File: src/rtl/i2cq_pkg.sv
package i2cq_pkg;

   localparam int FLAG_N = 5;
   localparam int FL_CMPL = 0;
   localparam int FL_END  = 1;
   localparam int FL_NACK = 2;
   localparam int FL_ARB  = 3;
   localparam int FL_TOUT = 4;

   localparam logic [2:0] OP_RSTART = 3'd6;
   localparam logic [2:0] OP_WRITE  = 3'd1;
   localparam logic [2:0] OP_READ   = 3'd3;
   localparam logic [2:0] OP_STOP   = 3'd2;

   localparam logic [1:0] BOP_START = 2'd0;
   localparam logic [1:0] BOP_STOP  = 2'd1;
   localparam logic [1:0] BOP_BIT   = 2'd2;

   typedef struct packed {
      logic [2:0] op;
      logic       ack_val;
      logic       ack_exp;
      logic       chk;
      logic [7:0] cnt;
   } cmd_word_t;

   typedef enum logic [2:0] {
      S_IDLE, S_FETCH, S_LOAD, S_REQ, S_WAIT
   } seq_state_t;

   typedef enum logic [1:0] {
      PH_START, PH_STOP, PH_DATA, PH_ACK
   } seq_phase_t;

endpackage

File: src/rtl/i2cq_fifo.sv
module i2cq_fifo #(
   parameter int DEPTH = 32,
   parameter int W     = 8
) (
   input  logic                       clk,
   input  logic                       rst_n,
   input  logic                       clr,
   input  logic                       push,
   input  logic [W-1:0]               wdata,
   input  logic                       pop,
   output logic [W-1:0]               rdata,
   output logic [$clog2(DEPTH+1)-1:0] level,
   output logic                       empty,
   output logic                       full
);
   localparam int AW   = (DEPTH > 1) ? $clog2(DEPTH) : 1;
   localparam int CNTW = $clog2(DEPTH+1);

   if (DEPTH < 2) begin : g_bad_depth
      $error("i2cq_fifo: DEPTH must be at least 2");
   end
   if (W < 1) begin : g_bad_width
      $error("i2cq_fifo: W must be positive");
   end

   logic [W-1:0]  mem [DEPTH];
   logic [AW-1:0] wr_ptr, rd_ptr, wr_nxt, rd_nxt;
   logic          do_push, do_pop;

   assign empty   = (level == '0);
   assign full    = (level == CNTW'(DEPTH));
   assign do_push = push && !full && !clr;
   assign do_pop  = pop && !empty && !clr;
   assign rdata   = mem[rd_ptr];

   if ((1 << AW) == DEPTH) begin : g_pow2_wrap
      assign wr_nxt = wr_ptr + 1'b1;
      assign rd_nxt = rd_ptr + 1'b1;
   end else begin : g_cmp_wrap
      assign wr_nxt = (wr_ptr == AW'(DEPTH-1)) ? '0 : wr_ptr + 1'b1;
      assign rd_nxt = (rd_ptr == AW'(DEPTH-1)) ? '0 : rd_ptr + 1'b1;
   end

   always_ff @(posedge clk) begin
      if (do_push) mem[wr_ptr] <= wdata;
   end

   always_ff @(posedge clk or negedge rst_n) begin
      if (!rst_n) begin
         wr_ptr <= '0;
         rd_ptr <= '0;
         level  <= '0;
      end else if (clr) begin
         wr_ptr <= '0;
         rd_ptr <= '0;
         level  <= '0;
      end else begin
         if (do_push) wr_ptr <= wr_nxt;
         if (do_pop)  rd_ptr <= rd_nxt;
         case ({do_push, do_pop})
            2'b10:   level <= level + 1'b1;
            2'b01:   level <= level - 1'b1;
            default: level <= level;
         endcase
      end
   end

   a_r12_no_overflow: assert property (@(posedge clk) disable iff (!rst_n)
      level <= CNTW'(DEPTH));
   a_r12_reset_empties: assert property (@(posedge clk) disable iff (!rst_n)
      clr |=> (level == '0));
   a_r12_full_holds: assert property (@(posedge clk) disable iff (!rst_n)
      (full && push && !pop && !clr) |=> full);

endmodule

File: src/rtl/i2cq_cmd_store.sv
module i2cq_cmd_store
   import i2cq_pkg::*;
#(
   parameter int NSLOT = 8,
   parameter int IDXW  = 3
) (
   input  logic             clk,
   input  logic             rst_n,
   input  logic             wr_en,
   input  logic [IDXW-1:0]  wr_idx,
   input  logic [13:0]      wr_word,
   input  logic             busy,
   input  logic             go,
   input  logic [IDXW:0]    rd_idx,
   output cmd_word_t        rd_word,
   input  logic             done_set,
   output logic [NSLOT-1:0] slot_done
);
   if (NSLOT < 1 || NSLOT > (1 << IDXW)) begin : g_bad_slots
      $error("i2cq_cmd_store: NSLOT does not fit IDXW");
   end

   logic [13:0] slot_q [NSLOT];

   for (genvar s = 0; s < NSLOT; s++) begin : g_slot
      always_ff @(posedge clk or negedge rst_n) begin
         if (!rst_n) begin
            slot_q[s]    <= '0;
            slot_done[s] <= 1'b0;
         end else begin
            if (wr_en && !busy && (wr_idx == IDXW'(s)))
               slot_q[s] <= wr_word;
            if (go)
               slot_done[s] <= 1'b0;
            else if (done_set && (rd_idx == (IDXW+1)'(s)))
               slot_done[s] <= 1'b1;
         end
      end
   end

   always_comb begin
      rd_word = '0;
      if (rd_idx < (IDXW+1)'(NSLOT))
         rd_word = cmd_word_t'(slot_q[rd_idx[IDXW-1:0]]);
   end

   a_r2_start_clears_done: assert property (@(posedge clk) disable iff (!rst_n)
      go |=> (slot_done == '0));
   a_r8_done_needs_busy: assert property (@(posedge clk) disable iff (!rst_n)
      (!busy && !go) |=> $stable(slot_done));

endmodule

File: src/rtl/i2cq_seq.sv
module i2cq_seq
   import i2cq_pkg::*;
#(
   parameter int NSLOT = 8,
   parameter int IDXW  = 3,
   parameter int TOUTW = 16
) (
   input  logic              clk,
   input  logic              rst_n,
   input  logic              go,
   input  cmd_word_t         word,
   output logic [IDXW:0]     idx,
   output logic              busy,
   output logic              done_set,
   input  logic              tx_empty,
   input  logic [7:0]        tx_rdata,
   output logic              tx_pop,
   output logic              rx_push,
   output logic [7:0]        rx_wdata,
   output logic              bit_req,
   output logic [1:0]        bit_op,
   output logic              bit_val,
   input  logic              bit_done,
   input  logic              bit_rx,
   input  logic [TOUTW-1:0]  tout_limit,
   output logic [FLAG_N-1:0] flag_set
);
   if (TOUTW < 1) begin : g_bad_tout
      $error("i2cq_seq: TOUTW must be positive");
   end

   seq_state_t        state;
   seq_phase_t        phase;
   logic [7:0]        shreg;
   logic [7:0]        left;
   logic [2:0]        bitn;
   logic              is_rd;
   logic [TOUTW-1:0]  tcnt;

   logic wait_done, known_op, xfer_op, zero_len;
   logic nack_hit, arb_hit, tout_hit, end_hit, cmpl_hit, last_ack;

   assign known_op  = (word.op == OP_RSTART) || (word.op == OP_STOP) ||
                      (word.op == OP_WRITE)  || (word.op == OP_READ);
   assign xfer_op   = (word.op == OP_WRITE) || (word.op == OP_READ);
   assign zero_len  = (state == S_FETCH) && xfer_op && (word.cnt == 8'd0);
   assign wait_done = (state == S_WAIT) && bit_done;
   assign nack_hit  = wait_done && (phase == PH_ACK) && !is_rd && word.chk &&
                      (bit_rx != word.ack_exp);
   assign arb_hit   = wait_done && (phase == PH_DATA) && !is_rd && shreg[7] && !bit_rx;
   assign tout_hit  = (state == S_WAIT) && !bit_done && (tout_limit != '0) &&
                      (tcnt == tout_limit);
   assign end_hit   = (state == S_FETCH) && !known_op;
   assign cmpl_hit  = wait_done && (phase == PH_STOP);
   assign last_ack  = wait_done && (phase == PH_ACK) && !nack_hit && (left == 8'd1);

   assign done_set  = (wait_done && (phase == PH_START)) || cmpl_hit || last_ack || zero_len;

   always_comb begin
      flag_set          = '0;
      flag_set[FL_CMPL] = cmpl_hit;
      flag_set[FL_END]  = end_hit;
      flag_set[FL_NACK] = nack_hit;
      flag_set[FL_ARB]  = arb_hit;
      flag_set[FL_TOUT] = tout_hit;
   end

   assign busy     = (state != S_IDLE);
   assign tx_pop   = (state == S_LOAD) && !tx_empty;
   assign rx_push  = wait_done && (phase == PH_ACK) && is_rd;
   assign rx_wdata = shreg;
   assign bit_req  = (state == S_REQ);

   always_comb begin
      bit_op  = BOP_BIT;
      bit_val = 1'b1;
      case (phase)
         PH_START: bit_op = BOP_START;
         PH_STOP:  bit_op = BOP_STOP;
         PH_DATA:  bit_val = is_rd ? 1'b1 : shreg[7];
         PH_ACK:   bit_val = is_rd ? word.ack_val : 1'b1;
         default:  bit_op = BOP_BIT;
      endcase
   end

   always_ff @(posedge clk or negedge rst_n) begin
      if (!rst_n) begin
         state <= S_IDLE;
         phase <= PH_START;
         shreg <= '0;
         left  <= '0;
         bitn  <= '0;
         is_rd <= 1'b0;
         tcnt  <= '0;
         idx   <= '0;
      end else begin
         case (state)
            S_IDLE: begin
               if (go) begin
                  idx   <= '0;
                  state <= S_FETCH;
               end
            end
            S_FETCH: begin
               case (word.op)
                  OP_RSTART: begin phase <= PH_START; state <= S_REQ; end
                  OP_STOP:   begin phase <= PH_STOP;  state <= S_REQ; end
                  OP_WRITE, OP_READ: begin
                     is_rd <= (word.op == OP_READ);
                     left  <= word.cnt;
                     if (word.cnt == 8'd0) begin
                        idx <= idx + 1'b1;
                     end else if (word.op == OP_READ) begin
                        bitn  <= '0;
                        phase <= PH_DATA;
                        state <= S_REQ;
                     end else begin
                        state <= S_LOAD;
                     end
                  end
                  default: state <= S_IDLE;
               endcase
            end
            S_LOAD: begin
               shreg <= tx_empty ? 8'hFF : tx_rdata;
               bitn  <= '0;
               phase <= PH_DATA;
               state <= S_REQ;
            end
            S_REQ: begin
               tcnt  <= '0;
               state <= S_WAIT;
            end
            S_WAIT: begin
               if (bit_done) begin
                  case (phase)
                     PH_START: begin idx <= idx + 1'b1; state <= S_FETCH; end
                     PH_STOP:  state <= S_IDLE;
                     PH_DATA: begin
                        if (arb_hit) begin
                           state <= S_IDLE;
                        end else begin
                           shreg <= {shreg[6:0], bit_rx};
                           bitn  <= bitn + 1'b1;
                           if (bitn == 3'd7) phase <= PH_ACK;
                           state <= S_REQ;
                        end
                     end
                     default: begin
                        if (nack_hit) begin
                           state <= S_IDLE;
                        end else if (left == 8'd1) begin
                           idx   <= idx + 1'b1;
                           state <= S_FETCH;
                        end else begin
                           left <= left - 1'b1;
                           if (is_rd) begin
                              bitn  <= '0;
                              phase <= PH_DATA;
                              state <= S_REQ;
                           end else begin
                              state <= S_LOAD;
                           end
                        end
                     end
                  endcase
               end else if (tout_hit) begin
                  state <= S_IDLE;
               end else begin
                  tcnt <= tcnt + 1'b1;
               end
            end
            default: state <= S_IDLE;
         endcase
      end
   end

   a_r13_req_single_cycle: assert property (@(posedge clk) disable iff (!rst_n)
      bit_req |=> !bit_req);
   a_r10_tout_bounded: assert property (@(posedge clk) disable iff (!rst_n)
      ((state == S_WAIT) && (tout_limit != '0)) |-> (tcnt <= tout_limit));
   a_r3_write_pop_only_nonempty: assert property (@(posedge clk) disable iff (!rst_n)
      (state == S_LOAD) |=> (state == S_REQ) && (phase == PH_DATA));
   a_r7_index_bounded: assert property (@(posedge clk) disable iff (!rst_n)
      idx <= (IDXW+1)'(NSLOT));

endmodule

File: src/rtl/i2cq_cmd_master.sv
module i2cq_cmd_master
   import i2cq_pkg::*;
#(
   parameter int NSLOT      = 8,
   parameter int FIFO_DEPTH = 32,
   parameter int TOUTW      = 16,
   localparam int IDXW      = (NSLOT > 1) ? $clog2(NSLOT) : 1,
   localparam int LVLW      = $clog2(FIFO_DEPTH+1)
) (
   input  logic              clk,
   input  logic              rst_n,
   input  logic              cmd_we,
   input  logic [IDXW-1:0]   cmd_idx,
   input  logic [13:0]       cmd_wdata,
   input  logic              start,
   output logic              busy,
   output logic [NSLOT-1:0]  slot_done,
   input  logic              tx_push,
   input  logic [7:0]        tx_data,
   output logic [LVLW-1:0]   tx_level,
   input  logic              rx_pop,
   output logic [7:0]        rx_data,
   output logic [LVLW-1:0]   rx_level,
   input  logic              tx_fifo_rst,
   input  logic              rx_fifo_rst,
   input  logic [TOUTW-1:0]  tout_limit,
   input  logic [FLAG_N-1:0] int_clr,
   output logic [FLAG_N-1:0] int_raw,
   output logic              bit_req,
   output logic [1:0]        bit_op,
   output logic              bit_val,
   input  logic              bit_done,
   input  logic              bit_rx
);
   logic              go;
   logic [IDXW:0]     idx;
   cmd_word_t         word;
   logic              done_set;
   logic              tx_pop, tx_empty, tx_full;
   logic [7:0]        tx_rdata;
   logic              rx_push, rx_empty, rx_full;
   logic [7:0]        rx_wdata;
   logic [FLAG_N-1:0] flag_set;

   assign go = start && !busy;

   i2cq_cmd_store #(.NSLOT(NSLOT), .IDXW(IDXW)) u_store (
      .clk(clk), .rst_n(rst_n), .wr_en(cmd_we), .wr_idx(cmd_idx), .wr_word(cmd_wdata),
      .busy(busy), .go(go), .rd_idx(idx), .rd_word(word), .done_set(done_set),
      .slot_done(slot_done));

   i2cq_seq #(.NSLOT(NSLOT), .IDXW(IDXW), .TOUTW(TOUTW)) u_seq (
      .clk(clk), .rst_n(rst_n), .go(go), .word(word), .idx(idx), .busy(busy),
      .done_set(done_set), .tx_empty(tx_empty), .tx_rdata(tx_rdata), .tx_pop(tx_pop),
      .rx_push(rx_push), .rx_wdata(rx_wdata), .bit_req(bit_req), .bit_op(bit_op),
      .bit_val(bit_val), .bit_done(bit_done), .bit_rx(bit_rx), .tout_limit(tout_limit),
      .flag_set(flag_set));

   i2cq_fifo #(.DEPTH(FIFO_DEPTH), .W(8)) u_txq (
      .clk(clk), .rst_n(rst_n), .clr(tx_fifo_rst), .push(tx_push), .wdata(tx_data),
      .pop(tx_pop), .rdata(tx_rdata), .level(tx_level), .empty(tx_empty), .full(tx_full));

   i2cq_fifo #(.DEPTH(FIFO_DEPTH), .W(8)) u_rxq (
      .clk(clk), .rst_n(rst_n), .clr(rx_fifo_rst), .push(rx_push), .wdata(rx_wdata),
      .pop(rx_pop), .rdata(rx_data), .level(rx_level), .empty(rx_empty), .full(rx_full));

   always_ff @(posedge clk or negedge rst_n) begin
      if (!rst_n) int_raw <= '0;
      else        int_raw <= (int_raw & ~int_clr) | flag_set;
   end

   a_r11_set_beats_clear: assert property (@(posedge clk) disable iff (!rst_n)
      (flag_set != '0) |=> ((int_raw & $past(flag_set)) == $past(flag_set)));
   a_r6_complete_ends_busy: assert property (@(posedge clk) disable iff (!rst_n)
      $rose(int_raw[FL_CMPL]) |-> !busy);
   a_r9_arb_stops_requests: assert property (@(posedge clk) disable iff (!rst_n)
      $rose(int_raw[FL_ARB]) |-> (!busy && !bit_req));
   a_r13_no_req_when_idle: assert property (@(posedge clk) disable iff (!rst_n)
      !busy |-> !bit_req);

endmodule

File: config.mk
export PLATFORM = sky130hd
export DESIGN_NAME = i2cq_cmd_master
export DESIGN_NICKNAME = d
export VERILOG_FILES = /design/src/rtl/i2cq_pkg.sv /design/src/rtl/i2cq_fifo.sv /design/src/rtl/i2cq_cmd_store.sv /design/src/rtl/i2cq_seq.sv /design/src/rtl/i2cq_cmd_master.sv
export SDC_FILE = /design/constraint.sdc
export NUM_CORES = 1
export LEC_CHECK = 0
export ABC_AREA = 1
export BUFFER_PORTS_ARGS = -buffer_cell sky130_fd_sc_hd__buf_2
export CORE_MARGIN = 5
export CORE_UTILIZATION = 35
export DETAILED_ROUTE_END_ITERATION = 6
export GPL_TIMING_DRIVEN = 0
export PLACE_DENSITY_LB_ADDON = 0.2
export SETUP_SLACK_MARGIN = 0.2
export SLEW_MARGIN = 10
export SYNTH_ARGS = -nofsm -noshare
export SYNTH_HDL_FRONTEND = slang
export SYNTH_SLANG_ARGS = --single-unit
File: constraint.sdc
create_clock -name clk -period 2.6 [get_ports clk]
set_input_delay 0.13 -clock clk [delete_from_list [all_inputs] [get_ports clk]]
set_output_delay 0.13 -clock clk [all_outputs]
set_load 0.01 [all_outputs]
==> flow_summary.toml <==
[cells_and_area]
stdcell_count = 4553
drive_gt1_share_pct = 19.0
post-route-util_pct = 43.1
final.fill_count = 8541
syn_to_final_growth_pct = 22.8
multiInputGateArea_mm2 = 0.0104
seq_area_mm2 = 0.0204
diodes = 0
final_nets = 3405

[global_routing]
antenna_found_initial = 2
overflow = 0
grt_max_degree = 83
gr-usage-all-layers_pct = 19.5
grt_pass1_wl_um = 142000
first_global_vias = 23000

[floorplan]
core_area_mm2 = 0.0897
die_x_um = 310
fp.dieH_um = 310
initial_utilization_pct = 35.1
io_pins = 94
rows = 110
dieArea_mm2 = 0.0961

[placed_design]
dp.final_hpwl_um = 61600
io_buffers = 83
dp_cells = 4300
place.gp.congestion = 0.878

[job]
max-cap-violations = 0

[critical_path]
r2r_start = "u_txq.level[2]"
worstPathCellList = "buf_6 -> inv_6 -> clkbuf_16 -> buf_12 -> nor2_4 -> o22ai_2 -> o211ai_1 -> nand4_1 -> o21ai_2 -> inv_1 -> buf_6"
slowest_delay_ns = 0.40
worstPathMaxFanout = 7
required_ns = 2.47
cp_num_buf_inv = 6
end_kind = "output port"
critPathMostFrequentCell = "buf_6"
worstPathArrival_ns = 2.60
worstSetupStartpoint = "u_rxq.rd_ptr[0]"
crit_type = "flop to output port"
crit_family = "buffers and inverters"
slowest_stage = "dfrtp_1"
start_kind = "flop"

[logic_synthesis]
ys_ff_latch = 714
mappedNetlistArea_mm2 = 0.0315
synth_common_cells = "nand2_1, edfxtp_1, nor2_1, o21ai_0, inv_1"
yosys.area.top_type = "edfxtp_1"
synth_edf_count = 512
yosysMostFrequentCell = "nand2_1"
async_reset_ff_share_pct = 28.3
netlist_instances = 3039
syn_avg_cell_area_um2 = 10.4
synth_nets = 3129
yosys_warnings = 0
netlist.area_leader.share_pct = 48.8
yosysSeqAreaShare_pct = 64.8
synth_cell_types = 49
synth_area_leaders = "edfxtp_1, dfrtp_1, o21ai_0, nand2_1, nor2_1"
ys.flop_type = "edfxtp_1"

[power]
finalPower_uw = 37100
ir_drop_uv = 485
p_per_area_mw_per_mm2 = 959
p_leak_uw = 0.0147

[timing]
finalCritPeriodShare_pct = 105
max-slew-margin-rel_pct = 18.4
setup_violations = 35
rsz0062_at_grt = "true"
hold_viol = 0
layout_setup_ws_ns = -0.130
fmax_mhz = 366
finClkSkew_ns = 0.0302
finalMaxSlewViolations = 0
fin_crit_ns = 2.73
tightest_slew_ns = 1.22

[clock_tree]
cts.htree.levels = 3
cts_tree = "yes"
cts_root_buffer = "clkbuf_16"
cts_sinks = 714
clock_tree.buffer_depth = 3
clock_latency_ns = 0.63
cts-buffers-inserted = 80
path_clk_slew_ns = 0.06

[drt]
m1WireLength_um = 43200
wire_per_inst_um = 21.2
top_layer_used = "met5"
wl_um = 96300
wl_met2_um = 43700
drc = 0
routed-wl-met3_um = 6670
viasPerCell = 5.19
antenna_left = 0
dr.pass1.iters = 6
drt_iter0_markers = 2297
vias = 23600

[worst_hold_path]
hp-start = "bit_rx"
hold_class = "primary input to flop"

[status]
violations = "setup timing"
status = "complete, but fails checks"
[registers in the layout (all words and copies together) (netlist names), 6 cells and up]
register           count
u_rxq.mem            256
u_txq.mem            256
u_store.slot_q       112
u_seq.tcnt            16
u_seq.left             8
u_seq.rx_wdata         8
u_store.slot_done      8
u_rxq.level            6
u_txq.level            6
[stage by stage]
step | setup TNS [ns] | instance area [µm²] | hold WS (ns) | setup slack, ns
2_1_floorplan | 0 | 31500 | -0.166 | 0.211
6_report | -1.18 | 38700 | 0.0131 | -0.130
3_3_place_gp | -740.19 | 33400 | 0.317 | -2.47
4_1_cts | -0.846 | 37900 | 0.00355 | -0.144
5_1_grt | -9.02 | 38700 | 0.0311 | -0.222
3_5_place_dp | -247.22 | 33500 | 0.108 | -0.956
[routing by layer]
metal / vias up / track usage [%]
met4: 4 / 6.06
met2: 791 / 30.7
li1: 11100 / -
met3: 170 / 3.49
met1: 11600 / 27.8
met5: - / 0
[placed cells by master, fill, tap and decap left out, types with 60 or more instances in the layout]
cell	instances
nor2_1	377
dfrtp_1	193
buf_2	99
nand2_1	496
a21oi_1	60
o21ai_0	376
clkbuf_16	86
inv_1	220
edfxtp_1	512
nand3_1	121
nor2_4	60
o22ai_1	72
[path summary, 6_finish.rpt]
kind,slack (ns),depth (start not counted),to
worst min-delay path,0.01,5,u_seq.rx_wdata[0]
min in group asynchronous,0.04,2,u_store.slot_q[36]
worst max register to register,-0.04,8,u_txq.mem[30][4]
worst min register to register,0.48,2,u_store.slot_q[96]
max in group asynchronous,1.73,3,u_txq.level[1]
worst max-delay path,-0.13,11,rx_data[3]
[cell families (layout without fill, tap and decap cells)]
group           count (synthesis)  count (layout)  share of synthesized area [%]
compound gates                662             662                           11.8
xor+xnor                       35              35                          0.973
fa+ha+maj                      34              34                           1.40
buf+inv                       395             733                           5.21
flops                         714             714                           64.8
mux                             3               3                          0.107
simple gates                 1196            1196                           15.7
[tightest hold or removal path: stages]
cell,delay (ns)
buf_2,0.13
inv_1,0.15
a21oi_1,0.08
nand2_1,0.06
nand2_1,0.04
[cell type report]
class,instances,share of cell area [%]
Clock inverter,38,0.909
Sequential cell,714,52.8
Clock buffer,106,5.75
Tap cell,1176,3.80
Timing Repair inverter,1,0.0291
Timing Repair Buffer,193,4.53
Buffer,159,2.79
Inverter,236,2.36
Multi-Input combinational cell,1930,27.0
[repair_timing]
action	CTS	global route
hold buffers	26	0
hold endpoints to repair	332	0
cloned	3	3
pin swaps	58	57
setup endpoints to repair	675	599
setup buffers	51	26
resized for setup	308	185
[report_power, final]
part	leakage [µW]	switching (µW)	internal, µW
logic	0.00634	6790	3710
clock network	0.00127	4590	6600
registers	0.00713	1320	14100
total	0.0147	12700	24400
(Power assumes the default switching activity.)
